<file path="src/rtl/ecc_cap_pkg.sv">
package ecc_cap_pkg;

   typedef enum logic [1:0] {
      EV_NONE = 2'd0,
      EV_CORR = 2'd1,
      EV_UNCR = 2'd2
   } ev_kind_e;

   // An uncorrectable flag wins over a corrected flag on the same read.
   function automatic ev_kind_e classify(input logic vld, input logic sbe, input logic mbe);
      ev_kind_e k;
      k = EV_NONE;
      if (vld && mbe)      k = EV_UNCR;
      else if (vld && sbe) k = EV_CORR;
      return k;
   endfunction

endpackage

</file>
<file path="src/rtl/ecc_cap_ctrl.sv">
module ecc_cap_ctrl #(
   parameter int REG_W     = 32,
   parameter int SCRUB_BIT = 31,
   parameter int BUS_BIT   = 3,
   parameter int NMI_BIT   = 2
) (
   input  logic             clk,
   input  logic             rst_n,
   input  logic             wr,
   input  logic [REG_W-1:0] wdata,
   output logic             scrub_off,
   output logic             bus_en,
   output logic             nmi_en
);

   always_ff @(posedge clk) begin
      if (!rst_n) begin
         scrub_off <= 1'b0;
         bus_en    <= 1'b0;
         nmi_en    <= 1'b0;
      end else if (wr) begin
         scrub_off <= wdata[SCRUB_BIT];
         bus_en    <= wdata[BUS_BIT];
         nmi_en    <= wdata[NMI_BIT];
      end
   end

endmodule

</file>
<file path="src/rtl/ecc_cap_latch.sv">
module ecc_cap_latch
   import ecc_cap_pkg::*;
#(
   parameter int ADDR_W    = 32,
   parameter int SYN_W     = 8,
   parameter int ADDR_KEEP = 19
) (
   input  logic                 clk,
   input  logic                 rst_n,
   input  ev_kind_e             kind,
   input  logic [SYN_W-1:0]     ev_syn,
   input  logic [ADDR_W-1:0]    ev_addr,
   input  logic                 clr_req,
   output logic                 corr_st,
   output logic                 uncr_st,
   output logic [ADDR_KEEP-1:0] cap_addr,
   output logic [SYN_W-1:0]     cap_syn
);

   logic held;
   logic open_w;
   logic take;

   assign held   = corr_st | uncr_st;
   assign open_w = clr_req | ~held;
   assign take   = open_w & (kind != EV_NONE);

   always_ff @(posedge clk) begin
      if (!rst_n) begin
         corr_st  <= 1'b0;
         uncr_st  <= 1'b0;
         cap_addr <= '0;
         cap_syn  <= '0;
      end else if (take) begin
         corr_st  <= (kind == EV_CORR);
         uncr_st  <= (kind == EV_UNCR);
         cap_addr <= ev_addr[ADDR_W-1 -: ADDR_KEEP];
         cap_syn  <= ev_syn;
      end else if (clr_req) begin
         corr_st  <= 1'b0;
         uncr_st  <= 1'b0;
      end
   end

endmodule

</file>
<file path="src/rtl/ecc_cap_alert.sv">
module ecc_cap_alert
   import ecc_cap_pkg::*;
#(
   parameter bit OUT_REG = 1'b0
) (
   input  logic     clk,
   input  logic     rst_n,
   input  ev_kind_e kind,
   input  logic     scrub_off,
   input  logic     bus_en,
   input  logic     nmi_en,
   input  logic     corr_st,
   input  logic     uncr_st,
   output logic     scrub_req,
   output logic     bus_err,
   output logic     nmi
);

   always_ff @(posedge clk) begin
      if (!rst_n) scrub_req <= 1'b0;
      else        scrub_req <= (kind == EV_CORR) & ~scrub_off;
   end

   generate
      if (OUT_REG) begin : g_lvl_reg
         always_ff @(posedge clk) begin
            if (!rst_n) begin
               bus_err <= 1'b0;
               nmi     <= 1'b0;
            end else begin
               bus_err <= bus_en & uncr_st;
               nmi     <= nmi_en & corr_st;
            end
         end
      end else begin : g_lvl_comb
         assign bus_err = bus_en & uncr_st;
         assign nmi     = nmi_en & corr_st;
      end
   endgenerate

endmodule

</file>
<file path="src/rtl/ecc_err_capture.sv">
module ecc_err_capture
   import ecc_cap_pkg::*;
#(
   parameter int ADDR_W    = 32,
   parameter int SYN_W     = 8,
   parameter int ADDR_KEEP = 19,
   parameter bit OUT_REG   = 1'b0,
   localparam int REG_W    = ADDR_KEEP + SYN_W + 5
) (
   input  logic              clk,
   input  logic              rst_n,
   input  logic              rd_valid,
   input  logic              rd_sbe,
   input  logic              rd_mbe,
   input  logic [SYN_W-1:0]  rd_syndrome,
   input  logic [ADDR_W-1:0] rd_addr,
   input  logic              csr_wr,
   input  logic [REG_W-1:0]  csr_wdata,
   output logic [REG_W-1:0]  csr_rdata,
   output logic              scrub_req,
   output logic              bus_err,
   output logic              nmi
);

   localparam int CORR_BIT  = 0;
   localparam int UNCR_BIT  = 1;
   localparam int NMI_BIT   = 2;
   localparam int BUS_BIT   = 3;
   localparam int SYN_LO    = 4;
   localparam int ADDR_LO   = SYN_LO + SYN_W;
   localparam int SCRUB_BIT = ADDR_LO + ADDR_KEEP;

   initial begin : p_param_chk
      assert (ADDR_KEEP >= 1 && ADDR_KEEP <= ADDR_W)
         else $error("ADDR_KEEP must lie within 1..ADDR_W");
      assert (SYN_W >= 1)
         else $error("SYN_W must be at least 1");
      assert (SCRUB_BIT == REG_W - 1)
         else $error("register layout does not fill REG_W");
   end

   ev_kind_e               kind;
   logic                   clr_req;
   logic                   scrub_off;
   logic                   bus_en;
   logic                   nmi_en;
   logic                   corr_st;
   logic                   uncr_st;
   logic [ADDR_KEEP-1:0]   cap_addr;
   logic [SYN_W-1:0]       cap_syn;

   assign kind    = classify(rd_valid, rd_sbe, rd_mbe);
   assign clr_req = csr_wr & (csr_wdata[CORR_BIT] | csr_wdata[UNCR_BIT]);

   ecc_cap_ctrl #(
      .REG_W     (REG_W),
      .SCRUB_BIT (SCRUB_BIT),
      .BUS_BIT   (BUS_BIT),
      .NMI_BIT   (NMI_BIT)
   ) u_ctrl (
      .clk       (clk),
      .rst_n     (rst_n),
      .wr        (csr_wr),
      .wdata     (csr_wdata),
      .scrub_off (scrub_off),
      .bus_en    (bus_en),
      .nmi_en    (nmi_en)
   );

   ecc_cap_latch #(
      .ADDR_W    (ADDR_W),
      .SYN_W     (SYN_W),
      .ADDR_KEEP (ADDR_KEEP)
   ) u_latch (
      .clk      (clk),
      .rst_n    (rst_n),
      .kind     (kind),
      .ev_syn   (rd_syndrome),
      .ev_addr  (rd_addr),
      .clr_req  (clr_req),
      .corr_st  (corr_st),
      .uncr_st  (uncr_st),
      .cap_addr (cap_addr),
      .cap_syn  (cap_syn)
   );

   ecc_cap_alert #(
      .OUT_REG (OUT_REG)
   ) u_alert (
      .clk       (clk),
      .rst_n     (rst_n),
      .kind      (kind),
      .scrub_off (scrub_off),
      .bus_en    (bus_en),
      .nmi_en    (nmi_en),
      .corr_st   (corr_st),
      .uncr_st   (uncr_st),
      .scrub_req (scrub_req),
      .bus_err   (bus_err),
      .nmi       (nmi)
   );

   assign csr_rdata = {scrub_off, cap_addr, cap_syn, bus_en, nmi_en, uncr_st, corr_st};

endmodule

</file>
<file path="config.mk">
export PLATFORM = sky130hd
export DESIGN_NAME = ecc_err_capture
export DESIGN_NICKNAME = d
export VERILOG_FILES = /design/src/rtl/ecc_cap_pkg.sv /design/src/rtl/ecc_cap_ctrl.sv /design/src/rtl/ecc_cap_latch.sv /design/src/rtl/ecc_cap_alert.sv /design/src/rtl/ecc_err_capture.sv
export SDC_FILE = /design/constraint.sdc
export NUM_CORES = 1
export LEC_CHECK = 0
export ABC_CLOCK_PERIOD_IN_PS = 1100
export BUFFER_PORTS_ARGS = -buffer_cell sky130_fd_sc_hd__buf_4
export CORE_MARGIN = 3
export CORE_UTILIZATION = 34
export CTS_CLUSTER_DIAMETER = 150
export CTS_CLUSTER_SIZE = 14
export DETAILED_ROUTE_END_ITERATION = 16
export GPL_TIMING_DRIVEN = 0
export PLACE_DENSITY = 0.82
export SLEW_MARGIN = 20
export SYNTH_ARGS = -nofsm -noshare
export SYNTH_HDL_FRONTEND = slang
export SYNTH_HIERARCHICAL = 1
export SYNTH_SLANG_ARGS = --single-unit
</file>
<file path="constraint.sdc">
create_clock -name clk -period 1.1 [get_ports clk]
set_input_delay 0.055 -clock clk [delete_from_list [all_inputs] [get_ports clk]]
set_output_delay 0.055 -clock clk [all_outputs]
set_load 0.005 [all_outputs]
</file>
Word level (Yosys, flattened, before mapping)
Cells that the tools add are included.
{ "word_totals": {"output_inout_bits": 35, "register_bits": 33, "input_bits": 78, "wordCells": 29} }
{ "classes": {"n_eq_ne": 2, "muxes": 5, "bitwise_logic": 10, "reduce_logical": 4} }
{ "op_table": {"columns": ["operator", "count"], "rows": [
  ["$and A1 B1 Y1", 5],
  ["$mux W1", 4],
  ["$reduce_bool A2 Y1", 2],
  ["$or A1 B1 Y1", 3],
  ["$eq A2 B1 Y1 const B", 1],
  ["$eq A2 B2 Y1 const B", 1],
  ["$logic_and A1 B1 Y1", 2],
  ["$mux W2", 1],
  ["$not A1 Y1", 2]
]} }

Longest topological paths before layout
{ "depth": {"depth_word": 6, "ltp_mapped": 5, "ltp_nobuf": 4} }

Cells and area by module
The synthesis kept the hierarchy.
{ "modules_own_cells": {"columns": ["mod", "area_per_inst_um2", "seq_area_each_um2", "instances", "cells_per_inst"], "rows": [
  ["ecc_cap_latch", 1167.4, 580.6, 1, 127],
  ["ecc_cap_ctrl", 108.9, 60.1, 1, 9],
  ["ecc_err_capture", 61.3, 0.0, 1, 8],
  ["ecc_cap_alert", 45.0, 20.0, 1, 4]
]} }

Worst setup path before layout
OpenSTA, ideal clock, no wires.
{ "synth_path": {"path_type": "register to register", "from": "register u_latch.uncr_st", "to": "register u_latch.cap_addr[0]", "arrival_time_ns": 0.998, "slack_ns": 0.030, "t_required_ns": 1.028, "path_stages_with_launch": 6, "setup_ns": 0.072, "synth_period_minus_slack_ns": 1.070, "path_buffers": 2, "cell_sequence": "dfxtp_1 -> nor2_1 -> o22a_1 -> buf_6 -> buf_6 -> mux2i_1"} }
{ "synth_via": {"elab_chain_cells": 4} }
{ "synth_lines": {"columns": ["item", "line_no", "text"], "rows": [
  ["from (decl)", "ecc_cap_latch.sv:15", "output logic uncr_st,"],
  ["from (signal assigned)", "ecc_cap_latch.sv:36", "uncr_st <= (kind == EV_UNCR);"],
  ["$or A1 B1 Y1", "ecc_cap_latch.sv:24", "assign held = corr_st | uncr_st;"],
  ["$not A1 Y1", "ecc_cap_latch.sv:25", "assign open_w = clr_req | ~held;"],
  ["$or A1 B1 Y1", "ecc_cap_latch.sv:25", null],
  ["$and A1 B1 Y1", "ecc_cap_latch.sv:26", "assign take = open_w & (kind != EV_NONE);"],
  ["to (signal assigned)", "ecc_cap_latch.sv:37", "cap_addr <= ev_addr[ADDR_W-1 -: ADDR_KEEP];"],
  ["to (decl)", "ecc_cap_latch.sv:16", "output logic [ADDR_KEEP-1:0] cap_addr,"]
]} }
No other way between the ends.
A chain may end at the register's enable or synchronous reset.

Final worst setup path
{ "layout_path": {"from": "register u_latch.uncr_st", "to": "register u_latch.cap_addr[8]"} }
The elaborated chain is that of the path after synthesis.

==> parameters.txt <==
Parameter                              Value

Logic synthesis
  EDFF count, synth    0
  Netlist Area Pre-Place    between 1000 and 1500 um2
  Async SR Flop Fraction    0
  Cell types with the largest area share after synthesis    dfxtp_1, mux2i_1, nand2_1, buf_4, buf_6
  FF+latch count, synth    33
  Synthesis Warnings    6
  Avg Cell Area, Syn    9.34 um2
  Post-synthesis cell type count    19
  Area fraction of the dominant cell type after synthesis    0.478
  Post-synthesis sequential area ratio    0.478
  Number of instances in the synthesized netlist    between 100 and 150
  Commonest register cell after synthesis    dfxtp_1
  Cell type with the largest total area after synthesis    dfxtp_1
  Mapped Nets    226

Clock network
  Maximum buffer depth of the clock tree    2
  Clock root buffer    clkbuf_8
  Clk pin slew, worst setup/hold paths    0.07 ns
  H-Tree Level Count    2
  Num CTS Buffers    5
  Number of hold buffers added after CTS    0
  Clock tree from TritonCTS    yes
  Total number of clock tree sinks    33
  Clock latency of the later-clocked register in the worst-skew pair    approximately 0.27 ns

Route
  Met3 wirelength from detailed routing    229 um
  Starting DRT DRC Count    39
  DRT antenna net count    0
  Routed length per instance    11.9 um
  Met2 wire len    ~1.7 mm
  TritonRoute pass-1 iters    3
  Uppermost metal layer occupied by signal nets    met4
  Vias per std cell    around 4.5
  Count of unresolved DRC violations after routing    0
  Wire length the detailed router placed on met1    1.38 mm
  Final wirelength    3.33 mm
  Via Count    approximately 1200

Layout
  Signed area change from the synthesized netlist to the final layout    58.3%
  Fill cell total of the finished layout    354
  Number of diodes    0
  Seq. cell area    663 um2
  Share of final-layout standard cells stronger than drive strength 1    0.431
  Post-layout nets    309
  Area of the multi-input gates    632 um2

Setup path
  Critical Path Slowest Stage Cell    dfxtp_2
  Count of buffering cells on the critical path with inverters included    2
  Reg2reg setup slack    -0.05 ns
  R2R Path End    u_latch/cap_addr[8]
  Depth of the worst register-to-register path    5
  Sort of element at the end of the critical path    flop
  CP max stage delay    0.34 ns
  Highest net fanout along the worst path    6
  Kind of start point of the critical path    flop
  Reg-to-reg critical path startpoint    u_latch/uncr_st
  Data required time at the worst endpoint    between 1 and 1.5 ns
  Cell family contributing the most delay on the critical path    flip-flops
  Cells along the critical path    nor2_2, o22a_1, buf_6, buf_12, mux2i_2
  Data arrival time of the critical path    about 1.4 ns
  Category of the most critical setup path    flop to flop

Global route
  Pin count of the biggest net entering global routing    11
  First-pass GRT wire length    5.34 mm
  Overall global routing resource usage    0.133
  Via count of the first global-routing pass    1211
  Total global routing overflow    0
  Number of antenna violations at the first check in global routing    0

Worst hold path
  Hold wc startpoint    rd_syndrome[5]
  Hold path cells    3
  Worst hold path endpoint    u_latch/cap_syn[5]
  Classification of the worst-slack hold path    primary input to flop

STA
  Clock Skew    0.00344 ns
  Hold violation count in the final report    0
  Final Critical Period    1.15 ns
  Number of setup violations in the final report    22
  Highest Clock Rate    867 MHz
  Unrepaired setup endpoints after global routing    true
  Transition time of the tightest slew-check pin    0.461 ns
  Final worst setup slack    -0.0529 ns
  Headroom to the max-slew limit    0.692
  Number of max-slew violations in the final report    0
  Portion of the clock cycle consumed by the worst path in the final layout    1.05

Floorplan
  Initial standard-cell utilization of the core    0.364
  Die Footprint    between 4000 and 5000 um2
  Core region area    3800 um2
  I/O Pins    approximately 110
  Width of the chip    69.8 um
  Die span in y    69.8 um
  Placement Rows    22

Run status
  Outcome    complete, but fails checks
  Failing checks    negative setup slack

Pwr
  Total power of the final layout    2.86 mW
  Worst ir drop on vdd    0.000702 V
  Power density over cell area    1310 nW/um2
  Cell leakage power    1.05 nW

Place
  DP Wirelength    about 2.4 mm
  Port buffer count    72
  Post-Place Setup Slack    -0.161 ns
  Placer congestion estimate    0.699

Job
  Number of max-cap violations    0
==> layout by cell type, fill, tap and decap left out, types with 3 or more instances in the layout <==
master    instances
buf_4            78
nand2_1          54
dfxtp_1          31
mux2i_1          29
clkbuf_8          7
nor2b_1           3
clkbuf_1          3
buf_12            3
==> Yosys cell counts, types with 2 or more instances <==
cell type / number
clkbuf_1: 3
and2_1: 2
nand3b_1: 2
nand2_1: 54
nand2b_1: 2
buf_6: 3
buf_2: 2
buf_4: 5
nor2b_1: 3
dfxtp_1: 33
a21boi_0: 2
mux2i_1: 30
==> repair_timing <==
| action | in CTS | in global routing |
|---|---|---|
| buffers inserted | 2 | 0 |
| endpoints found under the setup margin | 20 | 27 |
| gates resized for setup | 5 | 3 |
| gates cloned | 0 | 2 |
==> sequential cells by signal, summed over array words and instances (netlist names) <==
| signal | flops |
|---|---|
| u_ctrl/bus_en | 1 |
| u_latch/corr_st | 1 |
| u_alert/scrub_req | 1 |
| u_latch/cap_syn | 8 |
| u_ctrl/nmi_en | 1 |
| u_latch/cap_addr | 19 |
| u_latch/uncr_st | 1 |
| u_ctrl/scrub_off | 1 |
==> power by group <==
part | internal [mW] | switching, mW
sequential | 1.28 | 0.0429
clock | 0.565 | 0.419
combinational | 0.356 | 0.204
==> worst min-delay path: cells and delay by family <==
kind                   cells  cell delay, ns
buffers and inverters      1            0.11
multiplexers               1            0.05
AND/OR/NAND/NOR            1            0.04
==> area by class of cell <==
| type | instances | area share |
|---|---|---|
| clock buffer | 7 | 0.0440 |
| sequential | 33 | 0.303 |
| tap | 48 | 0.0274 |
| multi-input combinational | 101 | 0.289 |
| buffer | 14 | 0.0520 |
| timing repair buffer | 76 | 0.282 |
| clock inverter | 1 | 0.00229 |
==> cell families after synthesis <==
kind of cell | count (synthesis) | share of synthesized area
multiplexers | 30 | 0.217
flip-flops | 33 | 0.478
buffers and inverters | 14 | 0.0697
AND/OR/NAND/NOR | 67 | 0.213
AO/OA/AOI/OAI | 4 | 0.0226
==> through the flow <==
step / hold WS [ns] / std cells / utilization / area [um2] / setup TNS [ns]
6_report: 0.0321 / 280 / 0.576 / 2190 / -0.464
5_1_grt: 0.0246 / 280 / 0.576 / 2190 / -1.87
4_1_cts: 0.0215 / 278 / 0.560 / 2130 / -0.234
3_5_place_dp: 0.318 / 268 / 0.522 / 1980 / -2.40
3_3_place_gp: 0.312 / 268 / 0.522 / 1980 / -1.94
2_1_floorplan: 0.183 / 148 / - / 1380 / 0
==> layer usage <==
layer,up-vias,track usage
met4,0,0.0447
met1,564,0.154
li1,642,-
met2,36,0.233
met5,-,0
met3,5,0.0377
==> worst max-delay path by stage <==
stage	end	start	cells past startpoint	slack [ns]
after floorplan	u_latch/cap_addr[0]	u_latch/uncr_st	5	0.03
after global placement	u_latch/cap_addr[17]	rd_mbe	6	-0.11
after detailed placement	u_latch/cap_addr[13]	rd_mbe	6	-0.16
after CTS	u_latch/cap_addr[7]	u_latch/uncr_st	5	-0.03
after global routing	u_latch/cap_addr[8]	u_latch/uncr_st	5	-0.10
final	u_latch/cap_addr[8]	u_latch/uncr_st	5	-0.05
Note: power is estimated with default switching activity, not from simulation.
